`src/rtl/refresh_scanner_pkg.sv`:
```
package refresh_scanner_pkg;
  localparam int CHAN_W = 5;   // up to 32 channels
  localparam int VAL_W  = 16;  // signed output code width

  typedef enum logic [1:0] {
    SLOT_EMPTY = 2'd0,
    SLOT_HELD  = 2'd1,
    SLOT_LOCK  = 2'd2
  } slot_e;

  // Strobes from control to the channel register file
  typedef struct packed {
    logic                     doWrite;
    logic [CHAN_W-1:0]        wrChan;
    logic signed [VAL_W-1:0]  wrValue;
    logic                     doDispatch;
    logic [CHAN_W-1:0]        pickChan;
  } strobe_t;
endpackage

```
`src/rtl/refresh_scanner_regs.sv`:
```
module refresh_scanner_regs
  import refresh_scanner_pkg::*;
#(
  parameter int NUM_CH     = 4,
  parameter int SLOW_DELTA = 128
) (
  input  logic                    clk,
  input  logic                    rst_n,
  input  strobe_t                 strb,
  output logic signed [VAL_W-1:0] dispValue,
  output logic                    dispSlow
);
  localparam int DIFF_W = VAL_W + 1;

  logic signed [VAL_W-1:0] valArr  [NUM_CH];
  logic                    slowArr [NUM_CH];

  for (genvar i = 0; i < NUM_CH; i++) begin : g_chan
    logic signed [VAL_W-1:0]  chVal;
    logic                     chSlow;
    logic signed [DIFF_W-1:0] diff;
    logic        [DIFF_W-1:0] absDiff;
    logic                     signFlip;
    logic                     bigStep;
    logic                     hitWrite;
    logic                     hitDisp;

    assign hitWrite = strb.doWrite    && (strb.wrChan   == CHAN_W'(i));
    assign hitDisp  = strb.doDispatch && (strb.pickChan == CHAN_W'(i));

    always_comb begin
      diff     = DIFF_W'(strb.wrValue) - DIFF_W'(chVal);
      absDiff  = diff[DIFF_W-1] ? DIFF_W'(-diff) : DIFF_W'(diff);
      bigStep  = absDiff >= DIFF_W'(SLOW_DELTA);
      signFlip = ( strb.wrValue[VAL_W-1] && !chVal[VAL_W-1] && (chVal != '0)) ||
                 (!strb.wrValue[VAL_W-1] && (strb.wrValue != '0) && chVal[VAL_W-1]);
    end

    always_ff @(posedge clk) begin
      if (!rst_n) begin
        chVal  <= '0;
        chSlow <= 1'b1;
      end else if (hitWrite) begin
        chVal  <= strb.wrValue;
        chSlow <= hitDisp | chSlow | signFlip | bigStep;
      end else if (hitDisp) begin
        chSlow <= 1'b0;
      end
    end

    assign valArr[i]  = chVal;
    assign slowArr[i] = chSlow;
  end

  logic signed [VAL_W-1:0] rdValue;
  logic                    rdSlow;

  always_comb begin
    rdValue = '0;
    rdSlow  = 1'b0;
    for (int k = 0; k < NUM_CH; k++) begin
      if (strb.pickChan == CHAN_W'(k)) begin
        rdValue = valArr[k];
        rdSlow  = slowArr[k];
      end
    end
  end

  always_ff @(posedge clk) begin
    if (!rst_n) begin
      dispValue <= '0;
      dispSlow  <= 1'b0;
    end else if (strb.doDispatch) begin
      dispValue <= rdValue;
      dispSlow  <= rdSlow;
    end
  end
endmodule

```
`src/rtl/refresh_scanner_ctrl.sv`:
```
module refresh_scanner_ctrl
  import refresh_scanner_pkg::*;
#(
  parameter int NUM_CH       = 4,
  parameter int CAL_INTERVAL = 64
) (
  input  logic                    clk,
  input  logic                    rst_n,
  input  logic                    wrValid,
  input  logic [CHAN_W-1:0]       wrChan,
  input  logic signed [VAL_W-1:0] wrValue,
  input  logic                    nextReady,
  input  logic                    calValid,
  output strobe_t                 strb,
  output logic                    dispValid,
  output logic [CHAN_W-1:0]       dispChan,
  output logic                    calReq,
  output logic                    pending,
  output logic                    wrError
);
  localparam int CNT_W = $clog2(CAL_INTERVAL + 1);

  slot_e             slotState;
  logic [CHAN_W-1:0] slotChan;
  logic [CHAN_W-1:0] rrPtr;
  logic [CHAN_W-1:0] ptrNext;
  logic [CNT_W-1:0]  svcCount;

  logic wrOk, needCal, doDisp, doCal;
  logic [CHAN_W-1:0] pickChan;

  always_comb begin
    wrOk     = wrValid && ({1'b0, wrChan} < (CHAN_W+1)'(NUM_CH));
    wrError  = wrValid && !wrOk;
    needCal  = (svcCount >= CNT_W'(CAL_INTERVAL)) || !calValid;
    doDisp   = nextReady && !needCal;
    doCal    = nextReady && needCal;
    pickChan = (slotState == SLOT_HELD) ? slotChan : rrPtr;
    ptrNext  = (rrPtr == CHAN_W'(NUM_CH - 1)) ? '0 : rrPtr + 1'b1;
    pending  = (slotState == SLOT_HELD);
  end

  always_comb begin
    strb.doWrite    = wrOk;
    strb.wrChan     = wrChan;
    strb.wrValue    = wrValue;
    strb.doDispatch = doDisp;
    strb.pickChan   = pickChan;
  end

  // Priority slot and round-robin pointer
  always_ff @(posedge clk) begin
    if (!rst_n) begin
      slotState <= SLOT_EMPTY;
      slotChan  <= '0;
      rrPtr     <= '0;
    end else if (doDisp) begin
      unique case (slotState)
        SLOT_HELD:  slotState <= SLOT_LOCK;
        SLOT_EMPTY: begin
          slotState <= SLOT_LOCK;
          rrPtr     <= ptrNext;
        end
        default: begin
          slotState <= SLOT_EMPTY;
          rrPtr     <= ptrNext;
        end
      endcase
    end else if (wrOk && (slotState == SLOT_EMPTY)) begin
      slotState <= SLOT_HELD;
      slotChan  <= wrChan;
    end
  end

  // Service counter toward calibration
  always_ff @(posedge clk) begin
    if (!rst_n)      svcCount <= '0;
    else if (doCal)  svcCount <= '0;
    else if (doDisp) svcCount <= svcCount + 1'b1;
  end

  always_ff @(posedge clk) begin
    if (!rst_n) begin
      dispValid <= 1'b0;
      dispChan  <= '0;
      calReq    <= 1'b0;
    end else begin
      dispValid <= doDisp;
      calReq    <= doCal;
      if (doDisp) dispChan <= pickChan;
    end
  end
endmodule

```
`src/rtl/refresh_scanner.sv`:
```
module refresh_scanner
  import refresh_scanner_pkg::*;
#(
  parameter int NUM_CH       = 4,
  parameter int SLOW_DELTA   = 128,
  parameter int CAL_INTERVAL = 64
) (
  input  logic                    clk,
  input  logic                    rst_n,
  input  logic                    wrValid,
  input  logic [CHAN_W-1:0]       wrChan,
  input  logic signed [VAL_W-1:0] wrValue,
  output logic                    wrError,
  input  logic                    nextReady,
  input  logic                    calValid,
  output logic                    dispValid,
  output logic [CHAN_W-1:0]       dispChan,
  output logic signed [VAL_W-1:0] dispValue,
  output logic                    dispSlow,
  output logic                    calReq,
  output logic                    pending
);
  strobe_t strb;

  refresh_scanner_ctrl #(
    .NUM_CH       (NUM_CH),
    .CAL_INTERVAL (CAL_INTERVAL)
  ) u_ctrl (
    .clk       (clk),
    .rst_n     (rst_n),
    .wrValid   (wrValid),
    .wrChan    (wrChan),
    .wrValue   (wrValue),
    .nextReady (nextReady),
    .calValid  (calValid),
    .strb      (strb),
    .dispValid (dispValid),
    .dispChan  (dispChan),
    .calReq    (calReq),
    .pending   (pending),
    .wrError   (wrError)
  );

  refresh_scanner_regs #(
    .NUM_CH     (NUM_CH),
    .SLOW_DELTA (SLOW_DELTA)
  ) u_regs (
    .clk       (clk),
    .rst_n     (rst_n),
    .strb      (strb),
    .dispValue (dispValue),
    .dispSlow  (dispSlow)
  );
endmodule

```
`config.mk`:
```
export PLATFORM = sky130hd
export DESIGN_NAME = refresh_scanner
export DESIGN_NICKNAME = d
export VERILOG_FILES = /design/src/rtl/refresh_scanner_pkg.sv /design/src/rtl/refresh_scanner_regs.sv /design/src/rtl/refresh_scanner_ctrl.sv /design/src/rtl/refresh_scanner.sv
export SDC_FILE = /design/constraint.sdc
export NUM_CORES = 1
export LEC_CHECK = 0
export BUFFER_PORTS_ARGS = -buffer_cell sky130_fd_sc_hd__buf_2
export CORE_ASPECT_RATIO = 0.8
export CORE_MARGIN = 1.5
export CORE_UTILIZATION = 35
export CTS_CLUSTER_DIAMETER = 100
export DETAILED_ROUTE_END_ITERATION = 8
export GPL_TIMING_DRIVEN = 0
export HOLD_SLACK_MARGIN = 0.15
export SLEW_MARGIN = 0
export SYNTH_ARGS = -nofsm -noshare
export SYNTH_HDL_FRONTEND = slang
export SYNTH_SLANG_ARGS = --single-unit
```
`constraint.sdc`:
```
create_clock -name clk -period 6.6 [get_ports clk]
set_input_delay 0.33 -clock clk [delete_from_list [all_inputs] [get_ports clk]]
set_output_delay 0.33 -clock clk [all_outputs]
set_load 0.05 [all_outputs]
```
==> results of run 1 <==
==> worst max-delay path: cells and delay by family <==
family,cells,cell delay [ps]
compound gates,8,2110
fa+ha+maj,1,550
buf+inv,2,650
simple gates,2,380
==> cells in the mapped netlist (21+ instances only) <==
library cell,number,area (um^2)
nor2b_1,21,131
nand3_1,26,130
inv_1,94,353
dfxtp_1,111,2220
o21ai_0,72,360
nor3_1,40,200
clkbuf_1,48,180
o21a_1,25,188
ha_1,70,876
nor4_1,31,194
nand2_1,159,597
nor2_1,153,574
mux2i_1,29,290
a21oi_1,146,731
==> cell families after synthesis <==
| group | synth area share [%] |
|---|---|
| compound gates | 28.2 |
| buf+inv | 6.47 |
| xor+xnor | 3.49 |
| mux | 3.08 |
| flops | 22.7 |
| simple gates | 26.3 |
| fa+ha+maj | 9.76 |
==> final timing paths <==
check | end | slack, ps | depth (start not counted) | from
min | u_ctrl.svcCount[0] | 270 | 3 | nextReady
max | u_regs.g_chan[2].chSlow | 2800 | 13 | wrValue[1]
max reg2reg | u_regs.g_chan[1].chSlow | 2920 | 12 | u_regs.g_chan[1].chVal[1]
min reg2reg | u_ctrl.slotChan[3] | 460 | 2 | u_ctrl.slotChan[3]
==> registers in the layout (all words and copies together) (netlist names) <==
name                  cells
u_regs.dispValue         16
u_ctrl.rrPtr              5
u_regs.g_chan.chVal      64
u_ctrl.svcCount           7
u_ctrl.dispChan           5
u_regs.g_chan.chSlow      4
u_ctrl.dispValid          1
u_ctrl.slotState          2
u_regs.dispSlow           1
u_ctrl.calReq             1
u_ctrl.slotChan           5
==> cells in the final DEF (no fill, tap or decap), types with 9 or more instances in the layout <==
cell and count:
a211oi_1 12, a21o_1 15, a21oi_1 146, a31oi_1 13, and3_1 12, buf_2 52, clkbuf_1 49, clkbuf_16 9
dfxtp_1 111, ha_1 70, inv_1 94, mux2i_1 29, nand2_1 159, nand2b_1 14, nand3_1 26, nand4_1 16
nor2_1 153, nor2b_1 21, nor3_1 40, nor4_1 31, o211ai_1 12, o21a_1 25, o21ai_0 72, o221ai_1 19
o31ai_1 11, or3_1 11, xnor2_1 19, xor2_1 20
==> stage by stage <==
| step | setup WS (ps) | util, % | cell area [um^2] | hold WS (ps) |
|---|---|---|---|---|
| CTS | 2840 | 39.4 | 10800 | 270 |
| global route | 2540 | 39.4 | 10800 | 294 |
| floorplan | 3430 | - | 9790 | 422 |
| finish | 2800 | 39.4 | 10800 | 269 |
| detailed placement | 2470 | 38.3 | 10500 | 443 |
| global placement | 2470 | 38.3 | 10500 | 437 |
==> per-layer routing <==
metal / routed length (um) / up-vias / track usage (%)
li1: - / 5061 / -
met1: 15800 / 4887 / 32.9
met2: 14200 / 409 / 33.2
met3: 2300 / 49 / 2.76
met4: 694 / 0 / 5.97
met5: 0 / - / 0
==> area by class of cell <==
type                            count  area, um^2
Fill cell                        2884       16600
Inverter                           96         360
Clock buffer                       10         229
Multi-Input combinational cell   1096        6940
Sequential cell                   111        2220
Timing Repair Buffer               49         245
Clock inverter                      6        47.5
Buffer                             58         273
Tap cell                          364         455
==> power by group <==
part | internal [uW] | switching, uW | leakage (uW)
Sequential | 684 | 12.6 | 0.000900
Combinational | 175 | 343 | 0.00294
Clock | 258 | 268 | 0.000121
==> results.toml, run 1 <==
[run_status]
status = "completed"

[critical_path]
cp.arrival_ps = 4040
worstSetupPathType = "input port to flip-flop"
slowest_stage = "fa_1"
critPathCaptureType = "flip-flop"
critical-path-max-stage-delay_ps = 550
required_ps = 6840
crit_path_start_kind = "input port"
cp_cell_sequence = "buf_2 -> inv_1 -> fa_1 -> nor2b_1 -> o31ai_1 -> a221oi_1 -> a211o_1 -> o21ai_0 -> a21oi_1 -> nand4_1 -> a211oi_1 -> o221ai_1 -> o31a_1"
path_max_fanout = 9

[global_routing]
antenna_found_initial = 0
grt_overflow = 0
grt_pass1_vias = 9042
grt_start_max_net_pins = 19
groute.usage.overall_pct = 22.1
grt_pass1_wl_mm = 50.8

[floorplanning]
die-area_um2 = 29000
placementRows = 54
die_x_um = 190
start_util_pct = 35.8
die_h_um = 153
io_pins = 52
coreArea_um2 = 27400

[hold_path]
hp-class = "input port to flip-flop"

[cts]
cts_resized = 0
path_clk_slew_ps = 70
hold_buffers = 0
root_buffer = "clkbuf_16"
clock-sinks = 111
numCtsBuffers = 9
tritoncts = "yes"
clock_latency_ps = 360
cts_setup_buffers = 0
htree_levels = 3
cts_max_path_buffers = 2

[final_layout]
drive_above_1_share_pct = 7.57
diodes = 0
fin_cells = 1790
syn2layout_area_growth_pct = 9.98
nNetsFinal = 1521

[logic_synthesis]
syn_avg_cell_area_um2 = 7.19
yosysWarnings = 0
netlist_area_um2 = 9790
ys_seq_elements = 111
syn_inst = 1361
ys_seq_area_share_pct = 22.7
synth_edf_count = 0
ys_async_sr_fraction_pct = 0
ys_types = 92
synthesis.nets = 1461
synth_flop_cell = "dfxtp_1"

[detailed_routing]
via_per_inst = 5.81
drc_errors = 0
ant_nets = 0
routed_wl_mm = 32.9
drtIter0Drc = 969
wl_per_cell_um = 18.4
drtPass1Iterations = 5
num_vias = 10400

[timing]
final.setup.tns_ps = 0
drv_slew = 0
slew_headroom_pct = 24.6
rsz0062_at_grt = "false"
worstMarginPinSlew_ps = 1120
finClkSkew_ps = 9.78
final_hold_viol_count = 0
fin_crit_ps = 3800
setup_violations = 0
fin_crit_sh_pct = 57.5
clock.fmax_mhz = 263

[power_and_ir_drop]
vdd_drop_max_uv = 134
power_density_nw_per_um2 = 162
power_leakage_uw = 0.00396
total_power_uw = 1740

[placed_design]
place.gp.congestion = 0.898
place_inst = 1774
post-dp-hpwl_mm = 25.1
port_buffers = 49

[flow_run]
cap_violations = 0
Power figures use the tool's default switching activity.
==> inputs of run 2 (changes only) <==
==> constraint.sdc (replaced) <==
create_clock -name clk -period 3.9 [get_ports clk]
set_input_delay 0.195 -clock clk [delete_from_list [all_inputs] [get_ports clk]]
set_output_delay 0.195 -clock clk [all_outputs]
set_load 0.05 [all_outputs]
==> run 2 against run 1 <==
Against the previous run:
- routed wire length about the same
- sequential share of layout area is 0.098 points lower
- non-clock buffer count is 3 higher
- combinational power up 70%
- power grew 69%
- register-to-register slack worse by 2700 ps
- global-route usage hardly changed
- final cell count up 0.17%
- clock power is 68% higher
- sequential cell count is the same
- hold slack worse by 110 ps
==> results.toml, run 2 (synthesis gave the netlist of run 1 again) <==
[run_status]
status = "completed"

[placed_design]
post-dp-hpwl_mm = 25.1
place.gp.congestion = 0.898
post-place-ws_ps = -97.2
place_inst = 1774
port_buffers = 49

[final_layout]
syn2layout_area_growth_pct = 10.5
drive_above_1_share_pct = 7.84
final_core_util_pct = 39.5
diodes = 0
nNetsFinal = 1524
largest_reg_flops = 64
layout_common_cells = "nand2_1, nor2_1, a21oi_1"
reg_top3 = "u_regs.g_chan.chVal (64), u_regs.dispValue (16), u_ctrl.svcCount (7)"
fin_cells = 1793
layout_commonest_cell = "nand2_1"
regMostFlops = "u_regs.g_chan.chVal"

[floorplanning]
io_pins = 52
die_h_um = 153
die-area_um2 = 29000
coreArea_um2 = 27400
placementRows = 54
die_x_um = 190
start_util_pct = 35.8

[power_and_ir_drop]
power_density_nw_per_um2 = 272
vdd_drop_max_uv = 225
clockPowerShare_pct = 30.0
total_power_uw = 2940
intPower_uw = 1890
pwr-share-comb_pct = 30.0
p_switching_uw = 1050
seqPwrFrac_pct = 40.0
swShare_pct = 35.7
power_leakage_uw = 0.00398

[timing]
worst_slack_ps = 212
fin_crit_sh_pct = 94.6
rsz0062_at_grt = "false"
final_hold_viol_count = 0
worstMarginPinSlew_ps = 1070
finClkSkew_ps = 10.9
setup_violations = 0
drv_slew = 0
fin_crit_ps = 3690
clock.fmax_mhz = 271
slew_headroom_pct = 27.1

[cts]
clock_latency_ps = 360
root_buffer = "clkbuf_16"
htree_levels = 3
clock-sinks = 111
cts_setup_buffers = 0
tritoncts = "yes"
cts_max_path_buffers = 2
numCtsBuffers = 9
path_clk_slew_ps = 80

[detailed_routing]
wl_per_cell_um = 18.4
via_per_inst = 5.78
drc_errors = 0
num_vias = 10400
drtIter0Drc = 1063
ant_nets = 0
routed_wl_mm = 32.9
drtPass1Iterations = 6

[critical_path]
cp.arrival_ps = 3930
required_ps = 4140
crit_path_start_kind = "flip-flop"
critPathCaptureType = "flip-flop"
path_max_fanout = 7
worstSetupPathType = "flip-flop to flip-flop"

[global_routing]
grt_pass1_wl_mm = 50.9
grt_overflow = 0
groute.usage.overall_pct = 22.2
grt_start_max_net_pins = 19
grt_pass1_vias = 9054
antenna_found_initial = 0

[flow_run]
cap_violations = 0

[hold_path]
hp-class = "input port to flip-flop"
-- run 2: changes by cell type in the layout (fill, tap and decap cells not counted), sizes merged --
cell | before | now
dlygate4sd3 | 0 | 3
-- run 2: metrics by stage --
stage	hold WS [ps]	setup TNS [ps]	instance area (um^2)
6_report	159	0	10800
5_1_grt	159	0	10800
4_1_cts	153	0	10800
3_5_place_dp	443	-129	10500
3_3_place_gp	437	-136	10500
2_1_floorplan	331	0	9790
-- run 2: final cells by class --
type	count	area, um^2
plain buffers	58	273
clock buffers	10	229
clock inverters	6	47.5
fillers	2880	16500
inverters	96	360
multi-input cells	1096	6960
flip-flops and latches	111	2220
well taps	364	455
repair buffers	52	275
-- run 2: worst paths after layout --
check / start / endpoint / slack (ps) / depth (start not counted)
max: u_regs.g_chan[1].chVal[1] / u_regs.g_chan[1].chSlow / 210 / 12
min reg2reg: u_ctrl.slotChan[3] / u_ctrl.slotChan[3] / 460 / 2
min: wrValue[0] / u_regs.g_chan[3].chVal[0] / 160 / 3
max reg2reg: u_regs.g_chan[1].chVal[1] / u_regs.g_chan[1].chSlow / 210 / 12
-- run 2: timing repair --
item | 4_1_cts | 5_1_grt
hold buffers | 3 | 0
endpoints found under the setup margin | 0 | 3
hold endpoints to repair | 3 | 0
resized for setup | 0 | 4
-- run 2: worst max-delay path, stage by stage (launching register included) --
cell      delay, ps
dfxtp_1         420
inv_1           120
ha_1            280
nor2b_1         140
o31ai_2         360
a21oi_2         200
or4_1           550
o2111a_1        210
nor2b_4         150
or3_1           360
a222oi_1        440
nor4b_2         260
a21oi_1          80
-- run 2: power groups by stage --
stage	Combinational [uW]	Clock [uW]	Sequential [uW]
5_1_grt	964	943	1180
6_report	882	884	1180
3_5_place_dp	856	0	1200
2_1_floorplan	579	0	1250
3_3_place_gp	844	0	1200
4_1_cts	863	890	1180
-- run 2: routing by layer --
layer | part of all wire (%) | up-vias | GRT usage [%]
met5 | 0 | - | 0
met3 | 6.4 | 57 | 2.69
met2 | 43 | 397 | 33.2
met1 | 48 | 4848 | 32.9
li1 | - | 5070 | -
met4 | 2.4 | 0 | 6.24
